## src/rtl/tmr_pkg.sv

```systemverilog
package tmr_pkg;
  localparam int CNT_W   = 16;
  localparam int SEL_W   = 3;
  localparam int PS_BASE = 3;
  localparam int PS_W    = PS_BASE + (1 << SEL_W) - 1;

  typedef enum logic [1:0] {
    MODE_TIMER = 2'd0,
    MODE_GATED = 2'd1,
    MODE_EVENT = 2'd2,
    MODE_CHAIN = 2'd3
  } mode_e;

  typedef struct packed {
    logic [4:0]       rsvd;
    logic             fall_en;
    logic             rise_en;
    logic             gate_low;
    logic             xdir_en;
    logic             down;
    logic             run;
    logic [SEL_W-1:0] ps_sel;
    mode_e            mode;
  } ctrl_t;

  // low-bit mask whose all-ones state marks a prescaler tick
  function automatic logic [PS_W-1:0] ps_mask(input logic [SEL_W-1:0] sel);
    int m;
    m = (1 << (PS_BASE + int'(sel))) - 1;
    return m[PS_W-1:0];
  endfunction

  function automatic logic [CNT_W-1:0] step_count(input logic [CNT_W-1:0] cnt,
                                                  input logic down);
    return down ? cnt - 1'b1 : cnt + 1'b1;
  endfunction

  function automatic logic at_wrap(input logic [CNT_W-1:0] cnt, input logic down);
    return down ? (cnt == '0) : (cnt == '1);
  endfunction
endpackage

```

## src/rtl/tmr_prescaler.sv

```systemverilog
module tmr_prescaler
  import tmr_pkg::*;
#(
  parameter int P_W = PS_W,
  parameter int S_W = SEL_W
) (
  input  logic           clk,
  input  logic           rst_n,
  input  logic           run,
  input  logic [S_W-1:0] sel,
  output logic           tick
);
  logic [P_W-1:0] div_q;
  logic [P_W-1:0] mask;

  assign mask = ps_mask(sel);

  always_ff @(posedge clk or negedge rst_n) begin
    if (!rst_n)    div_q <= '0;
    else if (!run) div_q <= '0;
    else           div_q <= div_q + 1'b1;
  end

  assign tick = run && ((div_q & mask) == mask);


  tick_gap_chk: assert property (@(posedge clk) disable iff (!rst_n)
    tick |=> !tick);
endmodule

```

## src/rtl/tmr_sync.sv

```systemverilog
module tmr_sync #(
  parameter int W      = 2,
  parameter int STAGES = 2
) (
  input  logic         clk,
  input  logic         rst_n,
  input  logic [W-1:0] din,
  output logic [W-1:0] dout
);
  for (genvar b = 0; b < W; b++) begin : g_bit
    logic [STAGES-1:0] chain_q;
    always_ff @(posedge clk or negedge rst_n) begin
      if (!rst_n) chain_q <= '0;
      else        chain_q <= {chain_q[STAGES-2:0], din[b]};
    end
    assign dout[b] = chain_q[STAGES-1];
  end
endmodule

```

## src/rtl/tmr_core.sv

```systemverilog
module tmr_core
  import tmr_pkg::*;
#(
  parameter int C_W = CNT_W
) (
  input  logic           clk,
  input  logic           rst_n,
  input  mode_e          mode,
  input  logic           run,
  input  logic           sw_down,
  input  logic           xdir_en,
  input  logic           gate_low,
  input  logic           rise_en,
  input  logic           fall_en,
  input  logic           tick,
  input  logic           evt_lvl,
  input  logic           xdir_lvl,
  input  logic           chain_in,
  input  logic           load,
  input  logic [C_W-1:0] load_val,
  output logic [C_W-1:0] count_q,
  output logic           wrap_q
);
  logic evt_prev_q;
  logic ev_rise, ev_fall;
  logic gate_open;
  logic down_eff;
  logic step;

  always_ff @(posedge clk or negedge rst_n) begin
    if (!rst_n) evt_prev_q <= 1'b0;
    else        evt_prev_q <= evt_lvl;
  end

  assign ev_rise   = evt_lvl & ~evt_prev_q;
  assign ev_fall   = ~evt_lvl & evt_prev_q;
  assign gate_open = evt_lvl ^ gate_low;
  assign down_eff  = sw_down ^ (xdir_en & xdir_lvl);

  always_comb begin
    step = 1'b0;
    if (run) begin
      unique case (mode)
        MODE_TIMER: step = tick;
        MODE_GATED: step = tick & gate_open;
        MODE_EVENT: step = (rise_en & ev_rise) | (fall_en & ev_fall);
        MODE_CHAIN: step = chain_in;
        default:    step = 1'b0;
      endcase
    end
  end

  always_ff @(posedge clk or negedge rst_n) begin
    if (!rst_n) begin
      count_q <= '0;
      wrap_q  <= 1'b0;
    end else begin
      wrap_q <= !load && step && at_wrap(count_q, down_eff);
      if (load)      count_q <= load_val;
      else if (step) count_q <= step_count(count_q, down_eff);
    end
  end


  hold_idle_chk: assert property (@(posedge clk) disable iff (!rst_n)
    (!run && !load) |=> $stable(count_q));

  timer_tick_chk: assert property (@(posedge clk) disable iff (!rst_n)
    (mode == MODE_TIMER && !tick && !load) |=> $stable(count_q));

  event_idle_chk: assert property (@(posedge clk) disable iff (!rst_n)
    (mode == MODE_EVENT && !ev_rise && !ev_fall && !load) |=> $stable(count_q));

  chain_idle_chk: assert property (@(posedge clk) disable iff (!rst_n)
    (mode == MODE_CHAIN && !chain_in && !load) |=> $stable(count_q));

  up_wrap_chk: assert property (@(posedge clk) disable iff (!rst_n)
    (step && !down_eff && count_q == '1 && !load) |=> (count_q == '0 && wrap_q));

  down_wrap_chk: assert property (@(posedge clk) disable iff (!rst_n)
    (step && down_eff && count_q == '0 && !load) |=> (count_q == '1 && wrap_q));

  load_chk: assert property (@(posedge clk) disable iff (!rst_n)
    load |=> (count_q == $past(load_val)));
endmodule

```

## src/rtl/updn_timer.sv

```systemverilog
module updn_timer
  import tmr_pkg::*;
#(
  parameter int C_W = CNT_W,
  parameter int A_W = 2
) (
  input  logic           clk,
  input  logic           rst_n,
  input  logic           reg_wr,
  input  logic [A_W-1:0] reg_addr,
  input  logic [C_W-1:0] reg_wdata,
  output logic [C_W-1:0] reg_rdata,
  input  logic           evt_in,
  input  logic           dir_in,
  input  logic           chain_in,
  output logic           wrap_pulse
);
  localparam logic [A_W-1:0] ADDR_CTRL  = A_W'(0);
  localparam logic [A_W-1:0] ADDR_COUNT = A_W'(1);

  ctrl_t          ctrl_q;
  logic           ps_tick;
  logic [1:0]     sync_lvl;
  logic [C_W-1:0] count;
  logic           load;

  always_ff @(posedge clk or negedge rst_n) begin
    if (!rst_n)                              ctrl_q <= '0;
    else if (reg_wr && reg_addr == ADDR_CTRL) ctrl_q <= ctrl_t'(reg_wdata);
  end

  assign load = reg_wr && (reg_addr == ADDR_COUNT);

  always_comb begin
    unique case (reg_addr)
      ADDR_CTRL:  reg_rdata = ctrl_q;
      ADDR_COUNT: reg_rdata = count;
      default:    reg_rdata = '0;
    endcase
  end

  tmr_prescaler u_ps (
    .clk  (clk),
    .rst_n(rst_n),
    .run  (ctrl_q.run),
    .sel  (ctrl_q.ps_sel),
    .tick (ps_tick)
  );

  tmr_sync #(.W(2), .STAGES(2)) u_sync (
    .clk  (clk),
    .rst_n(rst_n),
    .din  ({dir_in, evt_in}),
    .dout (sync_lvl)
  );

  tmr_core #(.C_W(C_W)) u_core (
    .clk     (clk),
    .rst_n   (rst_n),
    .mode    (ctrl_q.mode),
    .run     (ctrl_q.run),
    .sw_down (ctrl_q.down),
    .xdir_en (ctrl_q.xdir_en),
    .gate_low(ctrl_q.gate_low),
    .rise_en (ctrl_q.rise_en),
    .fall_en (ctrl_q.fall_en),
    .tick    (ps_tick),
    .evt_lvl (sync_lvl[0]),
    .xdir_lvl(sync_lvl[1]),
    .chain_in(chain_in),
    .load    (load),
    .load_val(reg_wdata),
    .count_q (count),
    .wrap_q  (wrap_pulse)
  );


  wrap_reset_chk: assert property (@(posedge clk)
    !rst_n |=> (!wrap_pulse || rst_n));
endmodule

```

## config.mk

```make
export PLATFORM = sky130hd
export DESIGN_NAME = updn_timer
export DESIGN_NICKNAME = d
export VERILOG_FILES = /design/src/rtl/tmr_pkg.sv /design/src/rtl/tmr_prescaler.sv /design/src/rtl/tmr_sync.sv /design/src/rtl/tmr_core.sv /design/src/rtl/updn_timer.sv
export SDC_FILE = /design/constraint.sdc
export NUM_CORES = 1
export LEC_CHECK = 0
export ABC_CLOCK_PERIOD_IN_PS = 8900
export BUFFER_PORTS_ARGS = -buffer_cell sky130_fd_sc_hd__buf_2
export CAP_MARGIN = 20
export CORE_ASPECT_RATIO = 1.5
export CORE_UTILIZATION = 35
export DETAILED_ROUTE_END_ITERATION = 6
export GPL_ROUTABILITY_DRIVEN = 0
export SLEW_MARGIN = 30
export SYNTH_ARGS = -nofsm -noshare
export SYNTH_HDL_FRONTEND = slang
export SYNTH_SLANG_ARGS = --single-unit
```

## constraint.sdc

```tcl
create_clock -name clk -period 8.9 [get_ports clk]
set_input_delay 0.89 -clock clk [delete_from_list [all_inputs] [get_ports clk]]
set_output_delay 0.89 -clock clk [all_outputs]
set_load 0.05 [all_outputs]
```

==> impl_metrics.yaml <==
global_routing:
  grt_pass1_vias: 2656
  antenna_found_initial: 0
  grt_max_degree: 44
  overflow: 0
  grtUsageTotal_pct: 18.20
  grt_pass1_wl_um: 13140
yosys:
  yosys.area.top_type: "dfrtp_1"
  async_reset_ff_share_pct: 100.0
  synth_edf_count: 0
  synthFlopType: "dfrtp_1"
  yosysMostFrequentCell: "dfrtp_1"
  ys_ff_latch: 48
  ys_top_cells_by_count: "48 x dfrtp_1, 45 x nor2_1, 34 x a21oi_1"
  synth.cell_area_sq_um: 3108
  syn_area_per_cell_sq_um: 9.418
  synth_area_leaders: "dfrtp_1 39%, mux2i_1 6.8%, mux2_2 6.5%"
  seq_area_frac_synth_pct: 38.65
  yosysWarnings: 0
  synth_top_area_share_pct: 38.65
  ys_types: 49
  synth_cells: 330
detailed_routing:
  vias: 2534
  wl_per_cell_um: 16.57
  drc: 0
  drtPass1Iterations: 6
  antenna_left: 0
  routed_via_density: 5.346
  drt-total-wl_um: 7852
  drtIter0Drc: 134
place:
  port_buffers: 40
  post-place-cells: 467
  post-place-ws_ns: 5.580
  dp.final_hpwl_um: 5979
  place_area_sq_um: 3407
worst_setup_path:
  path_cells: "nand2_1 -> xor2_1 -> inv_1 -> ha_1 -> a21oi_1 -> o21ai_0 -> a21oi_1 -> o21ai_0 -> a31oi_1 -> mux2_2 -> a211oi_2"
  crit_path_max_incr_delay_ns: 0.45
  critical_path_class: "reg2reg"
  cp_slowest_cell: "ha_1"
  worstPathRequired_ns: 9.10
  crit_fanout: 18
  end_kind: "register"
  cp-start-kind: "register"
  cp_data_arrival_time_ns: 3.54
timing:
  skew_ns: 0.004541
  relSlewSlack_pct: 35.41
  finalWorstSetupSlack_ns: 5.564
  setup_viol: 0
  finalCriticalPeriod_ns: 3.336
  rsz0062_at_grt: "false"
  whs_ns: 0.3523
  fmax_ghz: 0.2997
  fin_tns_setup_ns: 0
  hold_viol: 0
  finalCritPeriodShare_pct: 37.49
  tightest_slew_ns: 0.9660
  drv_slew: 0
floorplan:
  die_x_um: 78.94
  coreArea_sq_um: 8516
  ios: 41
  die_area_sq_um: 9268
  start_util_pct: 36.50
  rows: 41
  chipHeight_um: 117.4
cells_and_area:
  fill_cells: 863
  drive_gt1_share_pct: 19.35
  final_cell_count_no_fill: 474
  final_area_sq_um: 3541
  syn2layout_area_growth_pct: 13.93
  nets: 408
  diodes: 0
  regArea_sq_um: 1201
  multi_input_area_sq_um: 1831
clock_tree:
  hold_buffers: 0
  cts.sinks: 48
  clkTransAtPathRegs_ns: 0.06
  h-tree-depth: 2
  cts_tree: "yes"
  postCtsSetupRepairBufs: 0
  clockBufferDepth: 2
  clock_tree.root_cell: "clkbuf_16"
  insertion_delay_ns: 0.29
  cts_made_buffers: 5
  post_cts_resized: 0
flow_run:
  cap_violations: 0
pwr:
  ir_worst_vdd_mv: 0.1387
  p_per_area_nw_per_um2: 319.0
  p_leak_nw: 1.617
outcome:
  outcome: "completed"
min_path:
  hp-class: "reg2reg"
-- cell type report --
| class | count | area share (%) |
|---|---|---|
| Multi-Input combinational cell | 263 | 51.70 |
| Sequential cell | 48 | 33.92 |
| Timing Repair Buffer | 42 | 6.078 |
| Tap cell | 107 | 3.781 |
| Clock buffer | 6 | 3.640 |
| Inverter | 7 | 0.7420 |
| Clock inverter | 1 | 0.1413 |
-- layout by cell type, fill, tap and decap left out, types with 15 or more instances in the layout --
cell type / synthesis / layout
dfrtp_1: 48 / 48
buf_2: 2 / 40
nand2_1: 19 / 19
ha_1: 16 / 16
mux2i_1: 21 / 21
xnor2_1: 15 / 15
mux2_2: 18 / 18
a21oi_1: 34 / 34
nor2_1: 45 / 45
-- power by group --
part           leakage [nW]  switching (mW)  total [mW]  internal (mW)
logic                 0.968           0.345       0.589          0.244
registers             0.583          0.0870       0.360          0.273
clock network        0.0667          0.0782       0.180          0.102
total                  1.62           0.510        1.13          0.619
-- state kept, by name (all words and copies together) (netlist names) --
register              cells
ctrl_q                   16
u_core.count_q           16
u_core.evt_prev_q         1
u_sync.g_bit.chain_q      4
u_core.wrap_q             1
u_ps.div_q               10
-- metal layers --
| layer | GRT usage [%] | share of wire [%] | up-vias | wire length [um] |
|---|---|---|---|---|
| met5 | 0 | 0 | - | 0 |
| met1 | 20.86 | 41 | 1217 | 3258 |
| met3 | 2.724 | 3.4 | 6 | 267 |
| met2 | 33.70 | 54 | 59 | 4224 |
| met4 | 5.795 | 1.3 | 0 | 102 |
| li1 | - | - | 1252 | - |
-- metrics by stage --
step	total power, mW	util [%]
2_1_floorplan	0.8091	-
3_3_place_gp	0.9415	40.01
3_5_place_dp	0.9496	40.01
4_1_cts	1.135	41.58
5_1_grt	1.219	41.58
6_report	1.129	41.58
-- path summary, 6_finish.rpt --
| kind | startpoint | to | slack, ns | depth (start not counted) |
|---|---|---|---|---|
| worst max-delay path | ctrl_q[7] | u_core.count_q[11] | 5.56 | 11 |
| worst min-delay path | u_sync.g_bit[0].chain_q[0] | u_sync.g_bit[0].chain_q[1] | 0.35 | 0 |
| worst max register to register | ctrl_q[7] | u_core.count_q[11] | 5.56 | 11 |
| worst min register to register | u_sync.g_bit[0].chain_q[0] | u_sync.g_bit[0].chain_q[1] | 0.35 | 0 |
| max in group asynchronous | rst_n | u_core.count_q[6] | 7.70 | 2 |
| min in group asynchronous | rst_n | u_ps.div_q[6] | 0.41 | 1 |
-- critical path: cells and delay by family (launching register included) --
family,cells,cell delay [ns]
fa+ha+maj,1,0.45
simple gates,1,0.08
buf+inv,1,0.36
compound gates,6,1.37
xor+xnor,1,0.26
flops,1,0.39
mux,1,0.36
-- kinds of logic after synthesis --
| family | share of synthesized area, % |
|---|---|
| and+or+nand+nor | 18.12 |
| buffers and inverters | 2.737 |
| AOI/OAI and AO/OA | 13.24 |
| xor gates and xnor gates | 6.764 |
| muxes | 13.28 |
| DFF | 38.65 |
| other | 0.1207 |
| adders and majority gates | 7.085 |
Power figures use the tool's default switching activity.
